`config.mk`:
```
export PLATFORM = sky130hd
export DESIGN_NAME = carry_select_adder
export DESIGN_NICKNAME = d
export VERILOG_FILES = /design/src/rtl/carry_select_adder.sv
export SDC_FILE = /design/constraint.sdc
export NUM_CORES = 1
export LEC_CHECK = 0
export CORE_ASPECT_RATIO = 1.5
export CORE_MARGIN = 1.5
export CORE_UTILIZATION = 26
export DETAILED_ROUTE_END_ITERATION = 10
export PLACE_DENSITY = 0.89
export SYNTH_ARGS = -nofsm -noshare
export SYNTH_HDL_FRONTEND = slang
export SYNTH_SLANG_ARGS = --single-unit
```
`constraint.sdc`:
```
create_clock -name vclk -period 19.95
set_clock_uncertainty 0.1 [all_clocks]
set_input_delay 2.9925 -clock vclk [all_inputs]
set_output_delay 2.9925 -clock vclk [all_outputs]
set_load 0.02 [all_outputs]
```
`src/rtl/carry_select_adder.sv`:
```
module carry_select_adder #(
  parameter int WIDTH = 32,
  parameter int LOW_W = 16,
  parameter int SEG_W = 16
) (
  input  logic [WIDTH-1:0] opnd_a,
  input  logic [WIDTH-1:0] opnd_b,
  input  logic             carry_in,
  output logic [WIDTH-1:0] result,
  output logic             carry_out
);
  localparam int UP_W = WIDTH - LOW_W;
  localparam int NSEG = UP_W / SEG_W;

  logic [LOW_W:0] lc;
  logic [NSEG:0]  selc;

  assign lc[0] = carry_in;

  for (genvar i = 0; i < LOW_W; i++) begin : g_low
    logic h1_s, h1_c, h2_c;
    assign h1_s = opnd_a[i] ^ opnd_b[i];
    assign h1_c = opnd_a[i] & opnd_b[i];
    assign result[i] = h1_s ^ lc[i];
    assign h2_c = h1_s & lc[i];
    assign lc[i+1] = h1_c | h2_c;
  end

  assign selc[0] = lc[LOW_W];

  for (genvar g = 0; g < NSEG; g++) begin : g_seg
    localparam int BASE = LOW_W + g * SEG_W;
    logic [SEG_W-1:0] hs, hc;
    logic [1:0][SEG_W:0] rc;
    logic [1:0][SEG_W-1:0] rs;

    for (genvar j = 0; j < SEG_W; j++) begin : g_ha
      assign hs[j] = opnd_a[BASE+j] ^ opnd_b[BASE+j];
      assign hc[j] = opnd_a[BASE+j] & opnd_b[BASE+j];
    end

    for (genvar k = 0; k < 2; k++) begin : g_copy
      assign rc[k][0] = (k == 1);
      for (genvar j = 0; j < SEG_W; j++) begin : g_bit
        assign rs[k][j] = hs[j] ^ rc[k][j];
        assign rc[k][j+1] = hc[j] | (hs[j] & rc[k][j]);
      end
    end

    assign result[BASE +: SEG_W] = selc[g] ? rs[1] : rs[0];
    assign selc[g+1] = selc[g] ? rc[1][SEG_W] : rc[0][SEG_W];

    always_comb begin

      seg_copy_step_chk: assert (rs[1] == rs[0] + SEG_W'(1))
        else $error("copy with carry 1 is not copy with carry 0 plus one");

      seg_carry_order_chk: assert (!rc[0][SEG_W] || rc[1][SEG_W])
        else $error("carry-0 copy carries out but carry-1 copy does not");
    end
  end

  assign carry_out = selc[NSEG];

  always_comb begin

    low_half_sum_chk: assert ({lc[LOW_W], result[LOW_W-1:0]} ==
        {1'b0, opnd_a[LOW_W-1:0]} + {1'b0, opnd_b[LOW_W-1:0]} + {{LOW_W{1'b0}}, carry_in})
      else $error("low half sum wrong");

    full_sum_chk: assert ({carry_out, result} ==
        {1'b0, opnd_a} + {1'b0, opnd_b} + {{WIDTH{1'b0}}, carry_in})
      else $error("full sum wrong");
  end
endmodule

```
==> results of run 1 <==
## cell usage in the layout, fill, tap and decap left out
| cell type | netlist | final |
|---|---|---|
| a21oi_1 | 1 | 1 |
| nor2_1 | 1 | 1 |
| dlymetal6s2s_1 | 0 | 1 |
| clkdlybuf4s50_1 | 0 | 97 |
| xor2_1 | 1 | 1 |
| ha_1 | 2 | 2 |
| inv_1 | 12 | 12 |
| fa_1 | 31 | 31 |
## power groups by stage
stage          clock, µW  sequential, µW  combinational [µW]
6_report               0               0                75.9
5_1_grt                0               0                81.9
4_1_cts                0               0                77.4
3_5_place_dp           0               0                77.1
3_3_place_gp           0               0                76.0
2_1_floorplan          0               0                37.7
## metrics by stage
step                std cells  power (µW)  instance area [µm²]
global route              183        81.9                 1740
detailed placement        183        77.1                 1740
floorplan                  48        37.7                  708
finish                    183        75.9                 1740
CTS                       183        77.4                 1740
global placement          183        76.0                 1740
## tightest hold or removal path, delay by kind of cell
| family | cells | cell delay, ns |
|---|---|---|
| buffers and inverters | 4 | 0.69 |
| adders and majority gates | 1 | 0.15 |
## cell type report
cell class / instances / area [µm²]
timing repair buffer: 98 / 983
tap: 37 / 46.3
inverter: 12 / 45.0
multi-input combinational: 36 / 663
fill: 188 / 881
## metal layers
metal  vias to the layer above  global-route usage  wire length [µm]
met1                       343               0.182               795
li1                        330                   -                 -
met3                         0              0.0894               530
met5                         -                   0                 0
met4                         0                   0                 0
met2                        96               0.294              1190
## cells by family (layout without fill, tap and decap cells)
logic type | Yosys count | in the layout
xor gates and xnor gates | 1 | 1
buffers and inverters | 12 | 110
AOI/OAI and AO/OA | 1 | 1
adders and majority gates | 33 | 33
and+or+nand+nor | 1 | 1
## worst min-delay path by stage
stage / start / end
floorplan: opnd_b[10] / result[10]
global placement: carry_in / result[0]
detailed placement: opnd_b[31] / result[31]
CTS: opnd_b[31] / result[31]
global route: opnd_b[31] / result[31]
finish: opnd_b[31] / result[31]
==> metrics.md, run 1 <==
| Metric | Value |
|---|---|
| Hold Path Stages | `5` |
| Mux share of post-synthesis cell area | `0` |
| Lkg Pwr | `0.000706 µW` |
| Flop pwr share | `0` |
| WP data required | `16.86 ns` |
| Mapped Cells | `48` |
| Setup_tns | `0 ns` |
| Vias | `between 700 and 800` |
| Final core area utilization | `0.664` |
| Final Hold Viols | `0` |
| Comb pwr share | `1.000` |
| Sequential Area | `0 µm²` |
| Global-route wire length before repair | `roughly 3.8 mm` |
| Distinct cells, synth | `6` |
| Setup crit end kind | `output pin` |
| Cell Rows | `23` |
| Simple-Gate Fraction of Synth Area | `0.00530` |
| DRC Markers | `0` |
| Post-Syn Area per Cell | `approximately 15 µm²` |
| Unrepaired setup endpoints after global routing | `no` |
| Worst vdd rail ir drop | `0.0324 mV` |
| Post-layout min period | `about 19 ns` |
| Crit path capture | `carry_out` |
| FF+latch count | `0` |
| Kind of critical path | `input pin to output pin` |
| Tcrit/Tclk final | `0.963` |
| Die width | `roughly 46 µm` |
| Slew HR | `0.824` |
| Worst path max stage delay | `~0.52 ns` |
| Critical path depth | `39` |
| Initial DRC count | `5` |
| Seq/Total Area, Yosys | `0` |
| Post-DP HPWL | `2.42 mm` |
| Remaining antenna violation count | `0` |
| Clock share of power | `0` |
| Area Growth Syn to Fin | `145%` |
| Die area | `3050 µm²` |
| TritonRoute pass-1 iters | `2` |
| Power Density | `between 40 and 50 nW/µm²` |
| Outcome | `finished clean` |
| Sw frac | `0.459` |
| Worst Setup SP | `opnd_a[0]` |
| Slowest CP cell | `clkdlybuf4s50_1` |
| CP most frequent cell | `fa_1` |
| Nets | `246` |
| Num ports | `98` |
| Crit path max-delay family | `adder cells` |
| Leading area contributor after synthesis | `fa_1` |
| Internal Dissipation | `~41 µW` |
| # clk buffers | `0` |
| Ys Warns | `0` |
| GR Util All Layers | `0.166` |
| Initial core utilization | `0.270` |
| Most frequent cell after synthesis | `fa_1` |
| Post-place setup slack | `0.341 ns` |
| Top post-synthesis cells by area | `fa_1, inv_1, ha_1` |
| Sw power | `34.8 µW` |
| Largest family of logic cells by synthesized area | `adder cells` |
| Number of vias per cell | `4.20` |
| Vias in the first global route | `a little under 900` |
| Synthesized net count | `146` |
| Final GP Congestion | `0.680` |
| PortBufs | `98` |
| Post-Synth XOR/XNOR Area | `0.0124` |
| Area share of fa/ha/maj cells after synthesis | `0.912` |
| Initial antenna violation count | `0` |
| Final worst slack | `about 0.74 ns` |
| Worst-path fanout max | `3` |
| Layout cells sized above 1 | `0` |
| Hold crit path type | `input pin to output pin` |
| Fmax achieved | `approximately 52 MHz` |
| Critical path arrival | `between 15 and 20 ns` |
| Worst Tran Pin Value | `roughly 0.26 ns` |
| Syn Std Cell Area | `708 µm²` |
| Post-CTS sizing | `0` |
| Kind of start point of the critical path | `input pin` |
| Synth top area share | `0.876` |
| Drt total wl | `approximately 2.5 mm` |
| Setup repair bufs after CTS | `0` |
| Core ar. | `2620 µm²` |
| Compound-gate portion of the synthesized area | `0.00707` |
| Die height | `around 67 µm` |
| # hold bufs at CTS | `0` |
| Synth top cells by count | `fa_1, inv_1, ha_1` |
| CP Buf/Inv Count | `6` |
| Min Hold Slack | `6.73 ns` |
| Finish-stage setup viols | `0` |
| Largest net degree at the start of global routing | `4` |
| WL/cell | `13.7 µm` |
| Max-Cap Viols | `0` |
| # diodes | `0` |
| Global route overflow | `0` |
| Slew Limit Fails | `0` |
No activity file was read; power rests on OpenSTA's default activity.
==> inputs of run 2 (changes only) <==
CORE_ASPECT_RATIO = unset   (was 1.5)
==> metrics.md, run 2 (synthesized netlist as in run 1, its figures left out) <==
| Metric | Value |
|---|---|
| Vias | `760 (-1.2%)` |
| DRC Markers | `0 (unchanged)` |
| Worst vdd rail ir drop | `0.0326 mV (+0.59%)` |
| Filler cells | `184 (-2.1%)` |
| Final non-filler cell total | `176 (-3.8%)` |
| Multi-input gate area | `663 µm² (unchanged)` |
| FF+latch count | `0 (unchanged)` |
| Fmax achieved | `52.1 MHz (about the same)` |
| Initial antenna violation count | `0 (unchanged)` |
| Layout cells sized above 1 | `0 (unchanged)` |
| Drt total wl | `2.31 mm (-8.1%)` |
| Global route overflow | `0 (unchanged)` |
| Sequential Area | `0 µm² (unchanged)` |
| Most frequent cells in the layout | `clkdlybuf4s50_1, fa_1, inv_1` |
| WL/cell | `13.1 µm (-4.4%)` |
| # hold bufs at CTS | `0 (unchanged)` |
| Final GP Congestion | `0.687 (+0.99%)` |
| Setup crit end kind | `output pin` |
| Largest net degree at the start of global routing | `4 (unchanged)` |
| Cell Rows | `18 (-22%)` |
| Initial core utilization | `0.281 (+0.0103)` |
| Die height | `55.2 µm (-18%)` |
| Tcrit/Tclk final | `0.963 (about the same)` |
| Global-route wire length before repair | `3.32 mm (-12%)` |
| Hold crit path type | `input pin to output pin` |
| Finish-stage setup viols | `0 (unchanged)` |
| Most common cell after layout, fill and taps aside | `clkdlybuf4s50_1` |
| Critical path arrival | `16.11 ns (about the same)` |
| Slew HR | `0.843 (+0.0185)` |
| Post-DP HPWL | `2.27 mm (-6.2%)` |
| WP data required | `16.86 ns (about the same)` |
| Post-layout min period | `19.20 ns (-0.00863 ns)` |
| CP most frequent cell | `fa_1` |
| Power Density | `43.1 nW/µm² (-1.2%)` |
| Slowest CP cell | `clkdlybuf4s50_1` |
| # diodes | `0 (unchanged)` |
| Worst path max stage delay | `0.53 ns (about the same)` |
| Num ports | `98 (unchanged)` |
| Die width | `55.2 µm (+21%)` |
| Remaining antenna violation count | `0 (unchanged)` |
| Vias in the first global route | `834 (-5.5%)` |
| Nets | `246 (unchanged)` |
| Kind of critical path | `input pin to output pin` |
| Worst-path fanout max | `3 (unchanged)` |
| GR Util All Layers | `0.148 (-0.0182)` |
| Outcome | `finished clean` |
| Final Hold Viols | `0 (unchanged)` |
| Setup_tns | `0 ns (unchanged)` |
| Slew Limit Fails | `0 (unchanged)` |
| Cells after DPL | `176 (-3.8%)` |
| Area Growth Syn to Fin | `144%` |
| TritonRoute pass-1 iters | `3 (+1)` |
| Lkg Pwr | `0.000706 µW (unchanged)` |
| Post-CTS sizing | `0 (unchanged)` |
| Kind of start point of the critical path | `input pin` |
| Setup repair bufs after CTS | `0 (unchanged)` |
| PortBufs | `98 (unchanged)` |
| Worst Tran Pin Value | `0.235 ns (-0.0276 ns)` |
| Core ar. | `2520 µm² (-3.7%)` |
| Number of vias per cell | `4.32 (+2.8%)` |
| Unrepaired setup endpoints after global routing | `no` |
| Max-Cap Viols | `0 (unchanged)` |
| Die area | `3050 µm² (-0.21%)` |
| Initial DRC count | `2 (-3)` |
| # clk buffers | `0 (unchanged)` |
## run 2: cell counts in the layout (fill, tap and decap cells not counted)
Identical to the previous run, type by type.
## run 2: layer usage
metal  global-route usage  share of wire  vias to the layer above
met5                    0              0                        -
met4                    0              0                        0
met3               0.0753           0.25                        0
met2                0.284           0.47                       78
met1                0.153           0.28                      351
li1                     -              -                      331
## run 2: area by class of cell
class | count | share of cell area
repair buffers | 98 | 0.569
multi-input cells | 36 | 0.384
inverters | 12 | 0.0260
well taps | 30 | 0.0217
## run 2: path summary, 6_finish.rpt
check  depth (start not counted)    endpoint  startpoint  slack, ns
min                            5  result[31]  opnd_a[31]       6.75
max                           39   carry_out   opnd_b[0]       0.75
## run 2: worst max-delay path: cells and delay by family
family | cells | cell delay [ns]
simple gates | 1 | 0.11
compound gates | 1 | 0.06
fa+ha+maj | 31 | 11.77
buf+inv | 6 | 1.18
## run 2: power by group
group	internal (µW)	switching [µW]	leakage [µW]	total, µW
logic	40.8	33.9	0.000706	74.6
clock network	0	0	0	0
registers	0	0	0	0
## run 2: per-stage QoR
stage           util  hold slack (ns)  setup slack [ns]  total power [µW]  area (µm²)
3_3_place_gp   0.685             7.05             0.606              74.2        1730
6_report       0.686             6.75             0.748              74.6        1730
5_1_grt        0.686             6.84             0.276              81.4        1730
4_1_cts        0.685             7.06             0.330              76.1        1730
3_5_place_dp   0.685             7.06             0.347              75.9        1730
2_1_floorplan      -             6.14              1.84              37.7         708
